$ cat src/rtl/rsq_pkg.sv
package rsq_pkg;
  typedef enum logic [2:0] {
    PH_HOLD = 3'd0,
    PH_REL  = 3'd1,
    PH_RUN  = 3'd2,
    PH_STOP = 3'd3,
    PH_WAKE = 3'd4
  } phase_t;

  localparam int FLG_N   = 4;
  localparam int FLG_PWR = 0;
  localparam int FLG_LV  = 1;
  localparam int FLG_WD  = 2;
  localparam int FLG_EXT = 3;
endpackage

$ cat src/rtl/rsq_divider.sv
module rsq_divider #(
  parameter int STAGES = 12
) (
  input  logic              clk,
  input  logic              pwr_on,
  input  logic              clr,
  input  logic              frz,
  output logic [STAGES:0]   cnt,
  output logic              tick_clk
);
  // counting stages plus one top stage; the low stages wrap into the top one
  always_ff @(negedge clk or posedge pwr_on) begin
    if (pwr_on)      cnt <= '0;
    else if (clr)    cnt <= '0;
    else if (!frz)   cnt <= cnt + 1'b1;
  end

  assign tick_clk = cnt[STAGES];
endmodule

$ cat src/rtl/rsq_phase_ctl.sv
module rsq_phase_ctl
  import rsq_pkg::*;
#(
  parameter int STAGES    = 12,
  parameter int REL_CYC   = 64,
  parameter int SHORT_CYC = 32
) (
  input  logic              clk,
  input  logic              pwr_on,
  input  logic              int_req,
  input  logic              stop_req,
  input  logic              wake_any,
  input  logic              short_wake,
  input  logic [STAGES-1:0] low_cnt,
  output phase_t            phase,
  output logic              cnt_clr,
  output logic              cnt_frz
);
  localparam logic [STAGES-1:0] LONG_LAST  = '1;
  localparam logic [STAGES-1:0] REL_LAST   = STAGES'(REL_CYC - 1);
  localparam logic [STAGES-1:0] SHORT_LAST = STAGES'(SHORT_CYC - 1);

  phase_t nxt;
  logic   short_q, short_nxt;
  logic [STAGES-1:0] wake_last;

  assign wake_last = short_q ? SHORT_LAST : LONG_LAST;

  always_comb begin
    nxt       = phase;
    short_nxt = short_q;
    cnt_clr   = 1'b0;
    cnt_frz   = 1'b0;
    if (int_req) begin
      nxt     = PH_HOLD;
      cnt_clr = 1'b1;
    end else begin
      unique case (phase)
        PH_HOLD: if (low_cnt == LONG_LAST) begin
          nxt     = PH_REL;
          cnt_clr = 1'b1;
        end
        PH_REL:  if (low_cnt == REL_LAST) nxt = PH_RUN;
        PH_RUN:  if (stop_req) begin
          nxt     = PH_STOP;
          cnt_clr = 1'b1;
        end
        PH_STOP: begin
          cnt_frz = 1'b1;
          if (wake_any) begin
            nxt       = PH_WAKE;
            short_nxt = short_wake;
          end
        end
        PH_WAKE: if (low_cnt == wake_last) nxt = PH_RUN;
        default: begin
          nxt     = PH_HOLD;
          cnt_clr = 1'b1;
        end
      endcase
    end
  end

  always_ff @(negedge clk or posedge pwr_on) begin
    if (pwr_on) begin
      phase   <= PH_HOLD;
      short_q <= 1'b0;
    end else begin
      phase   <= nxt;
      short_q <= short_nxt;
    end
  end
endmodule

$ cat src/rtl/rsq_status.sv
module rsq_status
  import rsq_pkg::*;
#(
  parameter int N = FLG_N
) (
  input  logic         clk,
  input  logic         pwr_on,
  input  logic         rd,
  input  logic [N-1:0] set,
  output logic [N-1:0] flags
);
  for (genvar i = 0; i < N; i++) begin : g_flag
    logic bit_q;
    always_ff @(negedge clk or posedge pwr_on) begin
      if (pwr_on)      bit_q <= (i == FLG_PWR);
      else if (set[i]) bit_q <= 1'b1;
      else if (rd)     bit_q <= 1'b0;
    end
    assign flags[i] = bit_q;
  end
endmodule

$ cat src/rtl/rst_stop_seq.sv
module rst_stop_seq
  import rsq_pkg::*;
#(
  parameter int STAGES    = 12,
  parameter int REL_CYC   = 64,
  parameter int SHORT_CYC = 32
) (
  input  logic             clk,
  input  logic             pwr_on,
  input  logic             lvd_req,
  input  logic             wdog_req,
  input  logic             ext_rst_n,
  input  logic             stop_req,
  input  logic             wake_req,
  input  logic             short_wake,
  input  logic             stat_rd,
  output logic             pin_pull_low,
  output logic             core_rst,
  output logic             bus_clk_en,
  output logic             wdog_clk,
  output logic [FLG_N-1:0] rst_flags
);
  logic [STAGES:0] cnt;
  logic            cnt_clr, cnt_frz;
  logic            int_req, wake_any, ext_q;
  phase_t          phase;
  logic [FLG_N-1:0] flag_set;

  assign int_req  = lvd_req | wdog_req;
  assign wake_any = wake_req | ~ext_rst_n;

  rsq_divider #(.STAGES(STAGES)) u_div (
    .clk      (clk),
    .pwr_on   (pwr_on),
    .clr      (cnt_clr),
    .frz      (cnt_frz),
    .cnt      (cnt),
    .tick_clk (wdog_clk)
  );

  rsq_phase_ctl #(
    .STAGES(STAGES), .REL_CYC(REL_CYC), .SHORT_CYC(SHORT_CYC)
  ) u_ctl (
    .clk        (clk),
    .pwr_on     (pwr_on),
    .int_req    (int_req),
    .stop_req   (stop_req),
    .wake_any   (wake_any),
    .short_wake (short_wake),
    .low_cnt    (cnt[STAGES-1:0]),
    .phase      (phase),
    .cnt_clr    (cnt_clr),
    .cnt_frz    (cnt_frz)
  );

  always_comb begin
    flag_set          = '0;
    flag_set[FLG_LV]  = lvd_req;
    flag_set[FLG_WD]  = wdog_req;
    flag_set[FLG_EXT] = ~ext_rst_n & (phase != PH_HOLD);
  end

  rsq_status #(.N(FLG_N)) u_stat (
    .clk    (clk),
    .pwr_on (pwr_on),
    .rd     (stat_rd),
    .set    (flag_set),
    .flags  (rst_flags)
  );

  // external pin level sampled for the core reset; the divider is left alone
  always_ff @(negedge clk or posedge pwr_on) begin
    if (pwr_on) ext_q <= 1'b0;
    else        ext_q <= ~ext_rst_n;
  end

  assign pin_pull_low = (phase == PH_HOLD);
  assign core_rst     = (phase == PH_HOLD) | (phase == PH_REL) | ext_q;
  assign bus_clk_en   = (phase == PH_RUN);
endmodule

$ cat config.mk
export PLATFORM = sky130hd
export DESIGN_NAME = rst_stop_seq
export DESIGN_NICKNAME = d
export VERILOG_FILES = /design/src/rtl/rsq_pkg.sv /design/src/rtl/rsq_divider.sv /design/src/rtl/rsq_phase_ctl.sv /design/src/rtl/rsq_status.sv /design/src/rtl/rst_stop_seq.sv
export SDC_FILE = /design/constraint.sdc
export NUM_CORES = 1
export LEC_CHECK = 0
export ABC_AREA = 1
export CAP_MARGIN = 5
export CORE_MARGIN = 5
export CORE_UTILIZATION = 42
export CTS_CLUSTER_SIZE = 14
export DETAILED_ROUTE_END_ITERATION = 12
export GPL_TIMING_DRIVEN = 0
export PLACE_DENSITY = 0.63
export RECOVER_POWER = 50
export SYNTH_ARGS = -nofsm -noshare
export SYNTH_HDL_FRONTEND = slang
export SYNTH_HIERARCHICAL = 1
export SYNTH_SLANG_ARGS = --single-unit
$ cat constraint.sdc
create_clock -name clk -period 2.5 [get_ports clk]
set_clock_uncertainty 0.15 [all_clocks]
set_input_delay 0.625 -clock clk [delete_from_list [all_inputs] [get_ports clk]]
set_output_delay 0.625 -clock clk [all_outputs]
set_load 0.05 [all_outputs]
==> metrics.yaml, run 1 <==
status: "finished, violations left"
failed_checks: "setup timing"
postRouteAntennaNets: 0
drive_above_1_share: 0.394
seq_area_um2: 552
grt_max_degree: 14
hold_viol: 0
die_h_um: 67.4
numCtsBuffers: 3
netlist_area_um2: 1390
worstPathRequired_ns: 1.73
gp_congestion: 0.774
hold_slack_ns: 0.291
worst_slack_ns: -0.765
setup_tns_ns: -10.76
dp.final_hpwl_mm: 2.34
die_area_um2: 4550
antenna_found_initial: 0
first_global_vias: 1354
grt_overflow_total: 0
layout_commonest_cell: "nand2_1"
cp_num_buf_inv: 1
p_per_area_nw_per_um2: 311
vias_per_cell: 4.79
start_util: 0.446
synth_nets: 212
wl_mm: 3.56
clk_pin_slew_ns: 0.09
clock-sinks: 22
multiInputGateArea_um2: 846
insertedDiodeCount: 0
firstDrtPassIters: 4
setup_viol: 25
grt.total_usage: 0.173
avgRoutedWirePerCell_um: 12.5
syn_to_final_growth_pct: 48.5
cp.arrival_ns: 2.49
final_cells: 285
irDropWorstVdd_uv: 178
crit_path_end_kind: "output port"
slowest_delay_ns: 0.48
dpl_cell_area_um2: 1680
worstSetupPathType: "reg -> out"
nets: 252
rsz0062_at_grt: "true"
crit_fanout: 4
path_delay_family: "flip-flops"
insertion_delay_ns: 0.30
cp_cell_sequence: "nor2_2 > or2_4 > buf_8"
core_area_um2: 3100
cp.depth: 3
cts_buffer_depth: 2
grt_first_pass_wirelength_mm: 6.00
cts_hold_buf: 0
vias: 1365
slew_viol_final: 0
whs_path_depth: 1
hp-class: "reg -> reg"
cpMaxStageDelayCell: "dfrtn_1"
io_pins: 17
drcViolationCount: 0
drt-initial-drc-count: 68
cap_violations: 0
p_leak_nw: 0.928
yosysWarnings: 6
mostFrequentLayoutCells: "47 x nand2_1, 27 x inv_1, 23 x nor2_1, 21 x dfrtn_1, 18 x buf_6"
synth.avg_cell_area_um2: 6.86
cts_tree: "built"
htreeDepth: 1
design_area_um2: 2060
worst_setup_path_start_kind: "flip-flop"
cts_root_buf: "clkbuf_4"
die_w_um: 67.4
fp-row-count: 20
syn_inst: 202
place_inst: 262
portBuffers: 16
r2r_cells: 11
fillers: 274
-- worst paths after layout --
check	to	start	slack [ns]
worst max-delay path	core_rst	u_ctl/phase[1]	-0.76
worst min-delay path	u_div/cnt[3]	u_div/cnt[3]	0.29
worst max register to register	u_div/cnt[6]	u_ctl/phase[1]	0.10
worst min register to register	u_div/cnt[3]	u_div/cnt[3]	0.29
max in group asynchronous	u_div/cnt[12]	pwr_on	0.15
min in group asynchronous	ext_q	pwr_on	1.67
-- worst register-to-register path, cell delays in order, from the launching register on --
cell,delay (ns)
dfrtn_1,0.40
buf_4,0.18
nor2_1,0.28
nand2_1,0.18
o31ai_4,0.37
nor2_4,0.11
buf_6,0.13
buf_6,0.10
nor2_4,0.14
nand2_1,0.07
nor2_1,0.09
nor2_1,0.05
-- registers in the layout, summed over array words and instances (netlist names) --
signal / count
ext_q: 1
u_stat/g_flag.bit_q: 4
u_ctl/short_q: 1
u_ctl/phase: 3
u_div/cnt: 13
-- routing by layer --
| layer | track usage | share of wire | vias to the layer above |
|---|---|---|---|
| li1 | - | - | 698 |
| met1 | 0.198 | 0.41 | 630 |
| met2 | 0.321 | 0.54 | 31 |
| met3 | 0.0250 | 0.037 | 6 |
| met4 | 0.0658 | 0.011 | 0 |
| met5 | 0 | 0 | - |
-- through the flow --
| step | power [W] | setup slack [ns] | util |
|---|---|---|---|
| detailed placement | 0.000455 | -1.16 | 0.541 |
| global route | 0.000679 | -0.820 | 0.663 |
| floorplan | 0.000428 | -0.616 | - |
| CTS | 0.000646 | -0.743 | 0.623 |
| finish | 0.000640 | -0.765 | 0.663 |
| global placement | 0.000454 | -1.14 | 0.541 |
-- where the power goes --
| part | total, W | switching (W) | internal [W] |
|---|---|---|---|
| clock | 0.000176 | 0.000112 | 0.0000642 |
| combinational | 0.0000925 | 0.0000473 | 0.0000452 |
| sequential | 0.000371 | 0.00000561 | 0.000365 |
| total | 0.000640 | 0.000165 | 0.000475 |
-- repair_timing --
action                                  in CTS  in global routing
cloned                                       2                  0
pin swaps                                   19                 16
resized for setup                          113                 32
endpoints found under the setup margin      26                 40
buffers inserted                            18                  8
-- cell type report --
cell class	count	area share
inverters	35	0.0718
clock buffers	4	0.0128
flip-flops and latches	22	0.268
plain buffers	3	0.0182
well taps	44	0.0268
clock inverters	1	0.00182
multi-input cells	140	0.411
repair buffers	36	0.189
Power figures use the tool's default switching activity.
==> run 2: changes to the inputs <==
PLACE_DENSITY = 0.7   (was 0.63)
==> metrics.yaml, run 2 (same netlist as run 1, synthesis figures left out) <==
dpl_cell_area_um2: 1680  # unchanged
largestRegisters: "u_div/cnt x13, u_stat/g_flag.bit_q x4, u_ctl/phase x3"
cts_root_buf: "clkbuf_4"
worstPathRequired_ns: 1.73  # about the same
layout_commonest_cell: "nand2_1"
start_util: 0.446  # unchanged
p_seq_frac: 0.549  # -0.031
slowest_delay_ns: 0.51  # +0.03 ns
worstSetupPathType: "reg -> out"
wl_mm: 3.41  # -4.4%
final_cells: 283  # -0.70%
worst_slack_ns: -0.779  # -0.0147 ns
design_area_um2: 2030  # -1.4%
antenna_found_initial: 0  # unchanged
drt-initial-drc-count: 76  # +12%
pwr-share-comb: 0.134  # -0.011
p_sw_w: 0.000175  # +6.1%
fp-row-count: 20  # unchanged
insertedDiodeCount: 0  # unchanged
insertion_delay_ns: 0.31  # about the same
worst_setup_path_start_kind: "flip-flop"
p_per_area_nw_per_um2: 332  # +6.9%
dp.final_hpwl_mm: 2.08  # -11%
power_frac_clock: 0.316  # +0.040
cpMaxStageDelayCell: "dfrtn_1"
mostFrequentLayoutCells: "48 x nand2_1, 30 x inv_1, 24 x nor2_1, 21 x dfrtn_1, 17 x buf_6"
firstDrtPassIters: 4  # unchanged
numCtsBuffers: 3  # unchanged
p_leak_nw: 0.919  # -0.91%
core_area_um2: 3100  # unchanged
hold_viol: 0  # unchanged
grt_first_pass_wirelength_mm: 5.46  # -9.0%
postRouteAntennaNets: 0  # unchanged
cts_tree: "built"
avgRoutedWirePerCell_um: 12.0  # -3.7%
vias: 1363  # -0.15%
hp-class: "reg -> reg"
cp.depth: 3  # unchanged
syn_to_final_growth_pct: 46.4
slew_viol_final: 0  # unchanged
grt_overflow_total: 0  # unchanged
clock-sinks: 22  # unchanged
status: "finished, violations left"
cp.arrival_ns: 2.50  # about the same
fin_util: 0.654  # -0.00927
setup_viol: 25  # unchanged
p_int_w: 0.000499  # +5.2%
hold_slack_ns: 0.290  # -0.00126 ns
drive_above_1_share: 0.364  # -0.0302
first_global_vias: 1220  # -9.9%
die_w_um: 67.4  # unchanged
cp_num_buf_inv: 1  # unchanged
rsz0062_at_grt: "true"
die_area_um2: 4550  # unchanged
irDropWorstVdd_uv: 199  # +12%
power.share.switching: 0.260  # +0.00178
portBuffers: 16  # unchanged
drcViolationCount: 0  # unchanged
whs_path_depth: 2  # +1
r2r_cells: 10  # -1
gp_congestion: 0.880  # +14%
io_pins: 17  # unchanged
failed_checks: "setup timing"
grt_max_degree: 14  # unchanged
cap_violations: 0  # unchanged
path_delay_family: "flip-flops"
cts_buffer_depth: 2  # unchanged
place_inst: 262  # unchanged
crit_path_end_kind: "output port"
htreeDepth: 1  # unchanged
clk_pin_slew_ns: 0.08  # about the same
largest-register: "u_div/cnt"
grt.total_usage: 0.161  # -0.0123
nets: 250  # -0.79%
cp_cell_sequence: "nor2_2 > or2_4 > buf_8"
vias_per_cell: 4.82  # +0.56%
die_h_um: 67.4  # unchanged
crit_fanout: 5  # +1
largest_reg_flops: 13  # unchanged
setup_tns_ns: -10.70  # +0.0675 ns
run 2: changes by cell type in the layout (fill, tap and decap cells not counted), moves of 2 or more:
cell	change
nand2_2	-2
inv_2	-3
o21ai_1	+2
o21ai_2	-2
nor2_2	-2
inv_1	+3
run 2: final timing paths:
check                                         endpoint                   start  slack [ns]
max in group asynchronous                 u_div/cnt[0]                  pwr_on        0.15
worst max register to register            u_div/cnt[6]          u_ctl/phase[1]        0.21
worst min register to register  u_stat/g_flag[1].bit_q  u_stat/g_flag[1].bit_q        0.29
min in group asynchronous                        ext_q                  pwr_on        1.67
worst min-delay path            u_stat/g_flag[1].bit_q  u_stat/g_flag[1].bit_q        0.29
worst max-delay path                          core_rst          u_ctl/phase[1]       -0.78
run 2: repair_timing:
action                     4_1_cts  5_1_grt
setup endpoints to repair       25       39
setup buffers                   11        8
gates resized for setup        101       33
pin swaps                       18       19
gates cloned                     1        1
hold buffers                     0        0
run 2: area by class of cell:
cell class,count,area (um^2)
Inverter,35,145
Sequential cell,22,552
Fill cell,283,1070
Tap cell,44,55.1
Clock buffer,4,36.3
Timing Repair Buffer,35,368
Buffer,2,26.3
Clock inverter,1,3.75
Multi-Input combinational cell,140,842
run 2: worst register-to-register path, cell delays in order (launching register included):
cell     delay, ns
dfrtn_1       0.41
buf_4         0.18
nor2_1        0.26
nand2_1       0.18
o31ai_4       0.36
nor2_4        0.11
buf_6         0.14
nor2_4        0.16
nand2_1       0.07
nor2_1        0.09
nor2_1        0.05
run 2: routing by layer:
metal  track usage  vias up  wire (um)
li1              -      700          -
met1         0.210      618       1520
met2         0.269       41       1650
met3        0.0250        4        194
met4        0.0557        0         45
met5             0        -          0
run 2: power by group through the flow:
| stage | sequential [W] | combinational, W | clock, W |
|---|---|---|---|
| CTS | 0.000370 | 0.0000876 | 0.000220 |
| global route | 0.000371 | 0.0000986 | 0.000242 |
| finish | 0.000370 | 0.0000906 | 0.000213 |
| detailed placement | 0.000376 | 0.0000738 | 0.00000501 |
| global placement | 0.000376 | 0.0000734 | 0.00000501 |
| floorplan | 0.000375 | 0.0000475 | 0.00000501 |
run 2: metrics by stage:
step	total power [W]	setup slack, ns
5_1_grt	0.000712	-0.842
4_1_cts	0.000677	-0.786
3_3_place_gp	0.000454	-1.16
6_report	0.000674	-0.779
2_1_floorplan	0.000428	-0.616
3_5_place_dp	0.000455	-1.17
==> run 3: changes to the inputs <==
REMOVE_ABC_BUFFERS = 1   (was default)
==> metrics.yaml, run 3 (same netlist as run 1, synthesis figures left out) <==
status: "finished, violations left"
failed_checks: "setup timing"
irDropWorstVdd_uv: 251  # +26%
whs_path_depth: 2  # unchanged
vias: 1443  # +5.9%
layout_commonest_cell: "nand2_1"
regToRegStartpoint: "u_ctl/phase[1]"
die_w_um: 67.4  # unchanged
holdPathEnd: "u_stat/g_flag[2].bit_q"
worst_setup_path_start_kind: "flip-flop"
clock-sinks: 22  # unchanged
postRouteAntennaNets: 0  # unchanged
p_per_area_nw_per_um2: 328  # -1.5%
p_seq_frac: 0.556  # +0.007
worstHoldStart: "u_stat/g_flag[2].bit_q"
first_global_vias: 1367  # +12%
largest_reg_flops: 13  # unchanged
cts_tree: "built"
p_int_w: 0.000494  # -1.0%
slew_viol_final: 0  # unchanged
grt_max_degree: 14  # unchanged
firstDrtPassIters: 4  # unchanged
crit_path_end_kind: "output port"
core_area_um2: 3100  # unchanged
grt_overflow_total: 0  # unchanged
nets: 254  # +1.6%
worstSetupPathType: "reg -> out"
r2r_cells: 11  # +1
grt_first_pass_wirelength_mm: 5.87  # +7.6%
antenna_found_initial: 0  # unchanged
insertion_delay_ns: 0.30  # about the same
setup_viol: 25  # unchanged
place_inst: 257  # -1.9%
grt.total_usage: 0.168  # +0.00723
drt-initial-drc-count: 88  # +16%
vias_per_cell: 5.03  # +4.4%
syn_to_final_growth_pct: 46.6
crit_fanout: 5  # unchanged
dp.final_hpwl_mm: 2.02  # -2.9%
cts_hold_buf: 0  # unchanged
design_area_um2: 2030  # +0.12%
cts_buffer_depth: 2  # unchanged
p_leak_nw: 0.922  # +0.30%
power.share.switching: 0.257  # -0.00271
fp-row-count: 20  # unchanged
clk_pin_slew_ns: 0.08  # about the same
numCtsBuffers: 3  # unchanged
worstPathRequired_ns: 1.73  # about the same
gp_congestion: 0.864  # -1.9%
dpl_cell_area_um2: 1560  # -7.2%
cap_violations: 0  # unchanged
portBuffers: 16  # unchanged
mostFrequentLayoutCells: "49 x nand2_1, 29 x inv_1, 22 x nor2_1, 21 x dfrtn_1, 19 x buf_6"
die_h_um: 67.4  # unchanged
timing.rr.end: "u_div/cnt[9]"
power_frac_clock: 0.315  # about the same
cts_root_buf: "clkbuf_4"
htreeDepth: 1  # unchanged
rrSetupSlack_ns: 0.19  # -0.02 ns
die_area_um2: 4550  # unchanged
wl_mm: 3.72  # +9.2%
largestRegisters: "u_div/cnt x13, u_stat/g_flag.bit_q x4, u_ctl/phase x3"
insertedDiodeCount: 0  # unchanged
drive_above_1_share: 0.374  # +0.0105
rsz0062_at_grt: "true"
final_cells: 287  # +1.4%
io_pins: 17  # unchanged
hp-class: "reg -> reg"
power.total_w: 0.000665  # -1.4%
avgRoutedWirePerCell_um: 13.0  # +7.7%
largest-register: "u_div/cnt"
pwr-share-comb: 0.129  # -0.005
p_sw_w: 0.000171  # -2.4%
drcViolationCount: 0  # unchanged
start_util: 0.446  # unchanged
cp.arrival_ns: 2.51  # about the same
worst_slack_ns: -0.785  # -0.00542 ns
hold_viol: 0  # unchanged
==> run 3: how the worst max path moves through the flow <==
stage	startpoint	end	slack, ns	cells after the start
2_1_floorplan	u_ctl/phase[1]	pin_pull_low	-1.04	1
3_3_place_gp	wdog_req	u_div/cnt[5]	-1.41	9
3_5_place_dp	wdog_req	u_div/cnt[5]	-1.40	9
4_1_cts	u_ctl/phase[1]	core_rst	-0.77	3
5_1_grt	u_ctl/phase[1]	core_rst	-0.86	3
6_report	u_ctl/phase[1]	core_rst	-0.78	3
==> run 3: area by class of cell <==
class	instances	area [um^2]
clock buffer	4	36.3
timing repair inverter	1	7.51
sequential	22	552
clock inverter	1	3.75
inverter	35	150
fill	265	1070
multi-input combinational	140	840
tap	44	55.1
timing repair buffer	40	387
==> run 3: power by group through the flow <==
stage	logic (W)	clock network, W	registers, W
detailed placement	0.0000607	0.00000501	0.000375
CTS	0.0000786	0.000216	0.000370
floorplan	0.0000217	0.00000501	0.000387
finish	0.0000856	0.000209	0.000370
global placement	0.0000605	0.00000501	0.000375
global route	0.0000936	0.000242	0.000371
==> run 3: timing repair <==
action / CTS / global route
endpoints found under the setup margin: 25 / 39
pin swaps: 20 / 11
gates resized for setup: 122 / 22
buffers inserted: 15 / 10
gates cloned: 2 / 0
==> run 3: per-stage QoR <==
stage | utilization | worst slack [ns] | hold WS [ns] | TNS [ns]
floorplan | - | -1.04 | 0.257 | -13.04
global placement | 0.502 | -1.41 | 0.265 | -32.02
detailed placement | 0.502 | -1.40 | 0.270 | -32.31
CTS | 0.606 | -0.771 | 0.298 | -9.56
global route | 0.654 | -0.859 | 0.339 | -11.58
finish | 0.654 | -0.785 | 0.299 | -10.56
==> run 3: worst max-delay path, stage by stage, from the launching register on <==
cell and delay (ns):
dfrtn_1 0.52, nor2_2 0.06, or2_1 0.22, buf_6 0.15
==> run 3: metal layers <==
metal | GRT usage | wire length, um | share of wire | vias to the layer above
li1 | - | - | - | 706
met1 | 0.219 | 1610 | 0.43 | 659
met2 | 0.274 | 1760 | 0.47 | 66
met3 | 0.0366 | 289 | 0.078 | 12
met4 | 0.0582 | 65 | 0.017 | 0
met5 | 0 | 0 | 0 | -
